### src/rtl/dtimer_pkg.sv
package dtimer_pkg;

   // register offsets inside one channel window
   localparam int OFS_LOAD  = 'h00;
   localparam int OFS_CUR   = 'h04;
   localparam int OFS_CTRL  = 'h08;
   localparam int OFS_CLR   = 'h0C;
   localparam int OFS_STAT  = 'h10;
   localparam int CH_STRIDE = 'h14;

   // shared registers
   localparam int SH_MSTAT  = 'hA0;
   localparam int SH_CLRALL = 'hA4;
   localparam int SH_RSTAT  = 'hA8;
   localparam int SH_VER    = 'hAC;

   typedef struct packed {
      logic mask;      // bit 2
      logic periodic;  // bit 1
      logic en;        // bit 0
   } dt_ctrl_t;

endpackage

### src/rtl/dtimer_chan.sv
module dtimer_chan
   import dtimer_pkg::*;
#(
   parameter int CNT_W = 32
) (
   input  logic             clk,
   input  logic             rst_n,
   input  logic             wr_load,
   input  logic             wr_ctrl,
   input  logic [CNT_W-1:0] wdata,
   input  dt_ctrl_t         wctrl,
   input  logic             clear,
   output logic [CNT_W-1:0] load_q,
   output logic [CNT_W-1:0] count_q,
   output dt_ctrl_t         ctrl_q,
   output logic             raw_q,
   output logic             irq
);

   logic             en_q;
   logic             start;
   logic             running;
   logic             expire;
   logic [CNT_W-1:0] reload_val;

   assign start      = ctrl_q.en & ~en_q;
   assign running    = ctrl_q.en & en_q;
   assign expire     = running & (count_q == '0);
   assign reload_val = ctrl_q.periodic ? load_q : {CNT_W{1'b1}};
   assign irq        = raw_q & ~ctrl_q.mask;

   always_ff @(posedge clk or negedge rst_n) begin
      if (!rst_n) begin
         en_q    <= 1'b0;
         load_q  <= '0;
         count_q <= '0;
         ctrl_q  <= '0;
         raw_q   <= 1'b0;
      end else begin
         en_q <= ctrl_q.en;
         if (wr_load) load_q <= wdata;
         if (wr_ctrl) ctrl_q <= wctrl;
         if (start) begin
            count_q <= reload_val;
         end else if (running) begin
            if (count_q == '0) count_q <= reload_val;
            else               count_q <= count_q - 1'b1;
         end
         if (expire)     raw_q <= 1'b1;
         else if (clear) raw_q <= 1'b0;
      end
   end

   p_start_per_r2: assert property (@(posedge clk) disable iff (!rst_n)
      (start && ctrl_q.periodic) |=> (count_q == $past(load_q)));
   p_start_free_r2: assert property (@(posedge clk) disable iff (!rst_n)
      (start && !ctrl_q.periodic) |=> (&count_q));
   p_step_r3: assert property (@(posedge clk) disable iff (!rst_n)
      (running && count_q != '0) |=> (count_q == $past(count_q) - 1'b1));
   p_reload_r4: assert property (@(posedge clk) disable iff (!rst_n)
      (expire && ctrl_q.periodic) |=> (count_q == $past(load_q)));
   p_wrap_r5: assert property (@(posedge clk) disable iff (!rst_n)
      (expire && !ctrl_q.periodic) |=> (&count_q));
   p_set_r6: assert property (@(posedge clk) disable iff (!rst_n)
      expire |=> raw_q);
   p_sticky_r6: assert property (@(posedge clk) disable iff (!rst_n)
      (raw_q && !clear) |=> raw_q);
   p_clear_r7: assert property (@(posedge clk) disable iff (!rst_n)
      (clear && !expire) |=> !raw_q);
   p_hold_r10: assert property (@(posedge clk) disable iff (!rst_n)
      !ctrl_q.en |=> $stable(count_q));
   p_quiet_r10: assert property (@(posedge clk) disable iff (!rst_n)
      (!ctrl_q.en && !raw_q) |=> !raw_q);

endmodule

### src/rtl/dtimer_regs.sv
module dtimer_regs
   import dtimer_pkg::*;
#(
   parameter int          N_CH    = 2,
   parameter int          CNT_W   = 32,
   parameter int          ADDR_W  = 8,
   parameter int          DATA_W  = 32,
   parameter logic [31:0] VERSION = 32'h0001_0003
) (
   input  logic                        clk,
   input  logic                        rst_n,
   input  logic [ADDR_W-1:0]           addr,
   input  logic                        wr_en,
   input  logic                        rd_en,
   input  logic [N_CH-1:0][CNT_W-1:0]  ch_load,
   input  logic [N_CH-1:0][CNT_W-1:0]  ch_count,
   input  dt_ctrl_t [N_CH-1:0]         ch_ctrl,
   input  logic [N_CH-1:0]             ch_raw,
   output logic [N_CH-1:0]             wr_load,
   output logic [N_CH-1:0]             wr_ctrl,
   output logic [N_CH-1:0]             rd_clr,
   output logic                        clr_all,
   output logic [DATA_W-1:0]           rdata
);

   function automatic logic [ADDR_W-1:0] ch_addr(input int ch, input int ofs);
      return ADDR_W'(ch * CH_STRIDE + ofs);
   endfunction

   localparam logic [ADDR_W-1:0] A_MSTAT  = ADDR_W'(SH_MSTAT);
   localparam logic [ADDR_W-1:0] A_CLRALL = ADDR_W'(SH_CLRALL);
   localparam logic [ADDR_W-1:0] A_RSTAT  = ADDR_W'(SH_RSTAT);
   localparam logic [ADDR_W-1:0] A_VER    = ADDR_W'(SH_VER);

   logic [N_CH-1:0] masked;

   for (genvar i = 0; i < N_CH; i++) begin : g_strobe
      assign wr_load[i] = wr_en & (addr == ch_addr(i, OFS_LOAD));
      assign wr_ctrl[i] = wr_en & (addr == ch_addr(i, OFS_CTRL));
      assign rd_clr[i]  = rd_en & (addr == ch_addr(i, OFS_CLR));
      assign masked[i]  = ch_raw[i] & ~ch_ctrl[i].mask;
   end
   assign clr_all = rd_en & (addr == A_CLRALL);

   always_comb begin
      rdata = '0;
      for (int i = 0; i < N_CH; i++) begin
         if (addr == ch_addr(i, OFS_LOAD)) rdata = DATA_W'(ch_load[i]);
         if (addr == ch_addr(i, OFS_CUR))  rdata = DATA_W'(ch_count[i]);
         if (addr == ch_addr(i, OFS_CTRL)) rdata = DATA_W'(ch_ctrl[i]);
         if (addr == ch_addr(i, OFS_STAT)) rdata = DATA_W'(masked[i]);
      end
      if (addr == A_MSTAT) rdata = DATA_W'(masked);
      if (addr == A_RSTAT) rdata = DATA_W'(ch_raw);
      if (addr == A_VER)   rdata = DATA_W'(VERSION);
   end

   p_clr_reads_zero_r7: assert property (@(posedge clk) disable iff (!rst_n)
      (|rd_clr || clr_all) |-> (rdata == '0));
   p_one_strobe_r12: assert property (@(posedge clk) disable iff (!rst_n)
      $onehot0({wr_load, wr_ctrl}));

endmodule

### src/rtl/apb_dtimer.sv
module apb_dtimer
   import dtimer_pkg::*;
#(
   parameter int          N_CH    = 2,
   parameter int          CNT_W   = 32,
   parameter int          ADDR_W  = 8,
   parameter int          DATA_W  = 32,
   parameter logic [31:0] VERSION = 32'h0001_0003
) (
   input  logic              pclk,
   input  logic              presetn,
   input  logic              psel,
   input  logic              penable,
   input  logic              pwrite,
   input  logic [ADDR_W-1:0] paddr,
   input  logic [DATA_W-1:0] pwdata,
   output logic [DATA_W-1:0] prdata,
   output logic              pready,
   output logic              pslverr,
   output logic [N_CH-1:0]   irq
);

   localparam int MAX_CH = SH_MSTAT / CH_STRIDE;

   if (N_CH < 1 || N_CH > MAX_CH) begin : g_bad_nch
      $error("apb_dtimer: N_CH out of range");
   end
   if (CNT_W < 2 || CNT_W > DATA_W) begin : g_bad_cntw
      $error("apb_dtimer: CNT_W must fit in DATA_W");
   end
   if (ADDR_W < 8) begin : g_bad_addrw
      $error("apb_dtimer: ADDR_W too small for the shared registers");
   end
   if (DATA_W < 32) begin : g_bad_dataw
      $error("apb_dtimer: DATA_W must hold the version word");
   end

   logic                       wr_en;
   logic                       rd_en;
   logic [N_CH-1:0][CNT_W-1:0] ch_load;
   logic [N_CH-1:0][CNT_W-1:0] ch_count;
   dt_ctrl_t [N_CH-1:0]        ch_ctrl;
   logic [N_CH-1:0]            ch_raw;
   logic [N_CH-1:0]            wr_load;
   logic [N_CH-1:0]            wr_ctrl;
   logic [N_CH-1:0]            rd_clr;
   logic                       clr_all;

   assign wr_en   = psel & penable & pwrite;
   assign rd_en   = psel & penable & ~pwrite;
   assign pready  = 1'b1;
   assign pslverr = 1'b0;

   dtimer_regs #(
      .N_CH(N_CH), .CNT_W(CNT_W), .ADDR_W(ADDR_W), .DATA_W(DATA_W),
      .VERSION(VERSION)
   ) u_regs (
      .clk(pclk), .rst_n(presetn), .addr(paddr), .wr_en(wr_en), .rd_en(rd_en),
      .ch_load(ch_load), .ch_count(ch_count), .ch_ctrl(ch_ctrl), .ch_raw(ch_raw),
      .wr_load(wr_load), .wr_ctrl(wr_ctrl), .rd_clr(rd_clr), .clr_all(clr_all),
      .rdata(prdata)
   );

   for (genvar i = 0; i < N_CH; i++) begin : g_ch
      dtimer_chan #(.CNT_W(CNT_W)) u_chan (
         .clk(pclk), .rst_n(presetn),
         .wr_load(wr_load[i]), .wr_ctrl(wr_ctrl[i]),
         .wdata(pwdata[CNT_W-1:0]), .wctrl(dt_ctrl_t'(pwdata[2:0])),
         .clear(rd_clr[i] | clr_all),
         .load_q(ch_load[i]), .count_q(ch_count[i]), .ctrl_q(ch_ctrl[i]),
         .raw_q(ch_raw[i]), .irq(irq[i])
      );

      p_mask_r9: assert property (@(posedge pclk) disable iff (!presetn)
         ch_ctrl[i].mask |-> !irq[i]);
      p_irq_raw_r9: assert property (@(posedge pclk) disable iff (!presetn)
         irq[i] |-> ch_raw[i]);
   end

endmodule

### config.mk
export PLATFORM = sky130hd
export DESIGN_NAME = apb_dtimer
export DESIGN_NICKNAME = d
export VERILOG_FILES = /design/src/rtl/dtimer_pkg.sv /design/src/rtl/dtimer_chan.sv /design/src/rtl/dtimer_regs.sv /design/src/rtl/apb_dtimer.sv
export SDC_FILE = /design/constraint.sdc
export NUM_CORES = 1
export LEC_CHECK = 0
export BUFFER_PORTS_ARGS = -buffer_cell sky130_fd_sc_hd__buf_2
export CORE_MARGIN = 10
export CORE_UTILIZATION = 60
export DETAILED_ROUTE_END_ITERATION = 7
export PLACE_DENSITY = 0.83
export RECOVER_POWER = 25
export SLEW_MARGIN = 20
export SYNTH_ARGS = -nofsm -noshare
export SYNTH_HDL_FRONTEND = slang
export SYNTH_SLANG_ARGS = --single-unit
export TNS_END_PERCENT = 10
### constraint.sdc
create_clock -name pclk -period 3.2 [get_ports pclk]
set_clock_uncertainty 0.1 [all_clocks]
set_input_delay 0.32 -clock pclk [delete_from_list [all_inputs] [get_ports pclk]]
set_output_delay 0.32 -clock pclk [all_outputs]
set_load 0.02 [all_outputs]
### Word level (Yosys, flattened, before mapping)

Index checks and enable logic that the tools add are counted.

* register bits after elaboration: 138
* input bits: 45
* output and inout port bits: 36
* word-level logic and storage cells: 84

* $add $sub $neg: 2
* equal/unequal tests: 13
* muxes and demuxes: 23
* bitwise gates (word level): 25
* reduce and logical (&&, ||, !) cells: 7

Operators by type and width (count)
* two-way mux 32 bit: 19
* zero test 32 bit: 2
* subtractor 32 x 1 -> 32 bit, second input constant: 2
* equality test 8 x 5 -> 1 bit, second input constant: 4
* equality test 8 bit, second input constant: 4
* AND 1 bit: 18
* equality test 8 x 4 -> 1 bit, second input constant: 2
* equality test 8 x 6 -> 1 bit, second input constant: 2
* equality test 8 x 3 -> 1 bit, second input constant: 1
* zero test 8 bit: 1
* nonzero test 2 bit: 4
* NOT 1 bit: 5
* two-way mux 1 bit: 4
* OR 1 bit: 2

### Logic depth before layout (Yosys ltp)

* depth after elaboration: 12
* mapped depth: 10
* gate-level depth less buffers: 8

### Hierarchy

From an unflattened synthesis, not the netlist that was laid out.

* cells, all modules: 909
* area total of the unflattened synthesis: 8559.5 um2

By module, submodules not included
* dtimer_chan (g_ch[0].u_chan): times used 1, cells each 353, area each 3666.0 um2, seq. area each 1726.7 um2
* dtimer_chan (g_ch[1].u_chan): times used 1, cells each 356, area each 3555.9 um2, seq. area each 1726.7 um2
* dtimer_regs: times used 1, cells each 192, area each 1287.5 um2, seq. area each 0.0 um2
* apb_dtimer: times used 1, cells each 8, area each 50.0 um2, seq. area each 0.0 um2

### Worst setup path after synthesis

No wires, ideal clock.

* path type: register -> register
* start point: register g_ch[1].u_chan.count_q[6]
* end point: register g_ch[1].u_chan.count_q[27]
* setup time: 122 ps
* arrival: 2415 ps
* data required time: 2978 ps
* slack: 564 ps
* cell stages (with the launch flop): 8
* buffers on the path: 2
* clock period less this slack: 2636 ps
* cell sequence: dfrtp_1 or4_1 buf_2 or4_4 o31ai_4 buf_2 nand3b_1 a32o_1

* cells in the longest elaborated chain, start to end: 4
* elaborated cells between the ends (all ways): 5
* classes of those cells: add/sub (1); mux (3); reduce/logical (1)

Ends and longest elaborated chain
* start, declared: line dtimer_chan.sv:14 `output logic [CNT_W-1:0] count_q,`
* start signal, assigned: line dtimer_chan.sv:44 `count_q <= reload_val;`
* start signal, assigned: line dtimer_chan.sv:46 `if (count_q == '0) count_q <= reload_val;`
* start signal, assigned: line dtimer_chan.sv:47 `else count_q <= count_q - 1'b1;`
* subtractor 32 x 1 -> 32 bit / zero test 32 bit (equally long branches): line dtimer_chan.sv:47, dtimer_chan.sv:46
* two-way mux 32 bit *: line dtimer_chan.sv:46
* two-way mux 32 bit *: line dtimer_chan.sv:45 `end else if (running) begin`
* two-way mux 32 bit *: line dtimer_chan.sv:43 `if (start) begin`

Mark *: on every way between the ends. The rest lies on a longest branch, timed or not. The select of a mux whose other input is x is not followed.
A chain may end at the register's enable or synchronous reset.

### Worst setup path in the final report

* start point: register g_ch[1].u_chan.count_q[6]
* end point: register g_ch[1].u_chan.count_q[3]

* cells in the longest elaborated chain, start to end: 4

Ends and longest elaborated chain (line)
* zero test 32 bit: dtimer_chan.sv:46
* two-way mux 32 bit: dtimer_chan.sv:46
* two-way mux 32 bit: dtimer_chan.sv:45
* two-way mux 32 bit: dtimer_chan.sv:43

No other way between the ends. The select of a mux whose other input is x is not followed.

==> out/results.txt <==
Place WS = 282 ps
global-route wire length before repair = 41500 um
RSZ-0062 raised after global routing = false
NumNets Final = 980
power per cell area = 601 nW/um^2
Hold Crit Class = in2reg
CTS buffer count = 17
Seq/Total Area, Yosys = 43.1%
Worst VDD drop = 0.000465 V
r2r startpoint = g_ch[1].u_chan.count_q[6]$_DFFE_PN0P_
Hold Violations, Final = 0
share of layout cells above drive strength 1 = 23.5%
GPL Wtd Cong = 0.962
Slowest-stage cell, CP = or4_1
GRT Util Overall = 28.7%
post-synthesis net count = 919
post-synthesis cell area = 8020 sq um
Worst-path clk slew = 60 ps
leakage = 0.00417 uW
root buf cell = clkbuf_16
Cell variety after synth = 68
Post-DRT Antenna Nets = 0
Slew Limit Fails = 0
Clock Path Buffers = 2
CP max FO = 11
# setup viols final = 0
vias = 7757
WHS = 33.8 ps
Post-CTS Setup Bufs = 0
setup TNS = 0 ps
Worst Tran Pin Value = 1340 ps
Final Util = 69.3%
Pre-Repair DR Iteration Count = 8
Max-Cap Viols = 0
CTS tree = built
fill count = 1016
max incr delay on CP = 700 ps
number of synthesis warnings = 0
Die Ht = 136 um
Avg Inst Size Synth = 9.22 sq um
critical path class = reg2reg
die area = 18400 sq um
die width = 136 um
crit path from = g_ch[1].u_chan.count_q[6]$_DFFE_PN0P_
ys async rst share = 100%
Setup crit start kind = flip-flop
Seq cells post-synth = 138
Mapped Cells = 870
DRC viols = 6
FMAX = 337 MHz
most common flop cell mapped by yosys = dfrtp_1
CP cell instances = or4_1 > or4_4 > o31ai_4 > nand2_1 > o22ai_1 > a21oi_1
Overflow after GRT = 0
Period minus WS final = 2970 ps
routed wire length = 26200 um
largest net degree at the start of global routing = 59
failing checks = DRC
Worst-Skew Late Latency = 430 ps
HPWL Detailed = 18600 um
initial core utilization = 60.8%
post-route clock period utilization = 92.7%
final design area excluding fillers = 9140 sq um
worst hold start = pwdata[16]
average wire per standard cell = 23.4 um
number of port buffers = 78
worst rel slew slack = 10.6%
PnR worst setup slack = 235 ps
vias in the first global route = 7431
antenna violations before repair = 1
number of top-level pins = 81
Layout area overhead = 14.0%
core area = 13200 sq um
drt via density = 6.93
CTS sink count = 138
cts hold-fix bufs = 1
ant diodes = 0
Worst Path Arrival = 3130 ps
CP Capture Type = flip-flop
htree depth = 4
number of DRC markers in iteration 0 = 1331
cell row count = 42
critical path required time = 3370 ps
status = finished with violations
Post-synth EDFFs = 0
Placement Cell Area = 8580 sq um
# resized after CTS = 0
worst paths after layout:
| kind | cells after the start | slack [ps] | end |
|---|---|---|---|
| min reg2reg | 2 | 420 | g_ch[1].u_chan.raw_q$_DFFE_PN0P_ |
| min | 2 | 30 | g_ch[0].u_chan.load_q[16]$_DFFE_PN0P_ |
| min in group asynchronous | 2 | 610 | g_ch[1].u_chan.load_q[13]$_DFFE_PN0P_ |
| max | 6 | 230 | g_ch[1].u_chan.count_q[3]$_DFFE_PN0P_ |
| max in group asynchronous | 3 | 790 | g_ch[0].u_chan.count_q[25]$_DFFE_PN0P_ |
| max reg2reg | 6 | 230 | g_ch[1].u_chan.count_q[3]$_DFFE_PN0P_ |
critical path, delay by kind of cell, from the launching register on:
family	cells	cell delay, ps
compound gates	3	640
flops	1	440
simple gates	3	1620
layout make-up:
cell class	count	area, sq um	area share [%]
Clock buffer	24	482	5.27
Clock inverter	8	93.8	1.03
Inverter	18	67.6	0.739
Multi-Input combinational cell	652	4240	46.3
Sequential cell	138	3450	37.8
Tap cell	176	220	2.41
Timing Repair Buffer	104	588	6.43
stage by stage:
stage | total power, uW | cells
2_1_floorplan | 3060 | 870
3_3_place_gp | 3480 | 1087
3_5_place_dp | 3510 | 1087
4_1_cts | 5440 | 1120
5_1_grt | 5730 | 1120
6_report | 5490 | 1120
synth_stat cells, types with 9 or more instances:
cell | n | area share (%)
nand3_1 | 24 | 1.5
or4_1 | 14 | 1.3
nor3_1 | 33 | 2.1
a222oi_1 | 28 | 3.5
o21ai_0 | 41 | 2.6
nor2_1 | 75 | 3.5
a311oi_1 | 13 | 1.4
nand2_1 | 104 | 4.9
inv_1 | 17 | 0.80
dfrtp_1 | 138 | 43
nor4_1 | 14 | 1.1
a21oi_1 | 49 | 3.1
o21a_1 | 10 | 0.94
mux2_2 | 70 | 9.8
clkbuf_1 | 46 | 2.2
or3_1 | 9 | 0.70
nand4_1 | 14 | 1.1
o22ai_1 | 18 | 1.4
routing by layer:
layer | wire, um | GRT usage, %
met3 | 3180 | 7.79
met4 | 882 | 13.5
met2 | 12000 | 43.1
met1 | 10000 | 37.7
met5 | 13 | 0
cells in the final DEF, fill, tap and decap left out, drive strengths merged, types with 4 or more instances in the layout:
cell type  instances
a211oi             4
a21oi             49
a221o              5
a222oi            28
a2bb2oi            4
a311oi            13
a31oi              7
and3               7
and4               4
buf              101
clkbuf            26
clkinv             6
dfrtp            138
ha                 4
inv               18
mux2              70
mux2i              7
nand2            104
nand3             25
nand3b             4
nand4             14
nor2              75
nor2b              7
nor3              35
nor3b              6
nor4              15
o211ai             5
o21a              10
o21ai             47
o22ai             18
o31ai              7
or2                5
or3                9
or4               15
state kept, by name, summed over array words and instances (netlist names):
name	flops
g_ch.u_chan.en_q	2
g_ch.u_chan.count_q	64
g_ch.u_chan.raw_q	2
g_ch.u_chan.load_q	64
g_ch.u_chan.ctrl_q	6
logic make-up after synthesis:
| logic type | share of synthesized area [%] |
|---|---|
| AOI/OAI and AO/OA | 19.8 |
| xor gates and xnor gates | 0.437 |
| adders and majority gates | 0.624 |
| buffers and inverters | 4.28 |
| DFF | 43.1 |
| muxes | 10.7 |
| other | 0.0937 |
| and+or+nand+nor | 21.0 |
power by group:
part	internal (uW)	leakage (uW)	total (uW)	switching, uW
clock	1200	0.000288	1950	749
combinational	437	0.00203	1100	659
sequential	1990	0.00185	2450	459
total	3630	0.00417	5490	1870
Power figures use the tool's default switching activity.
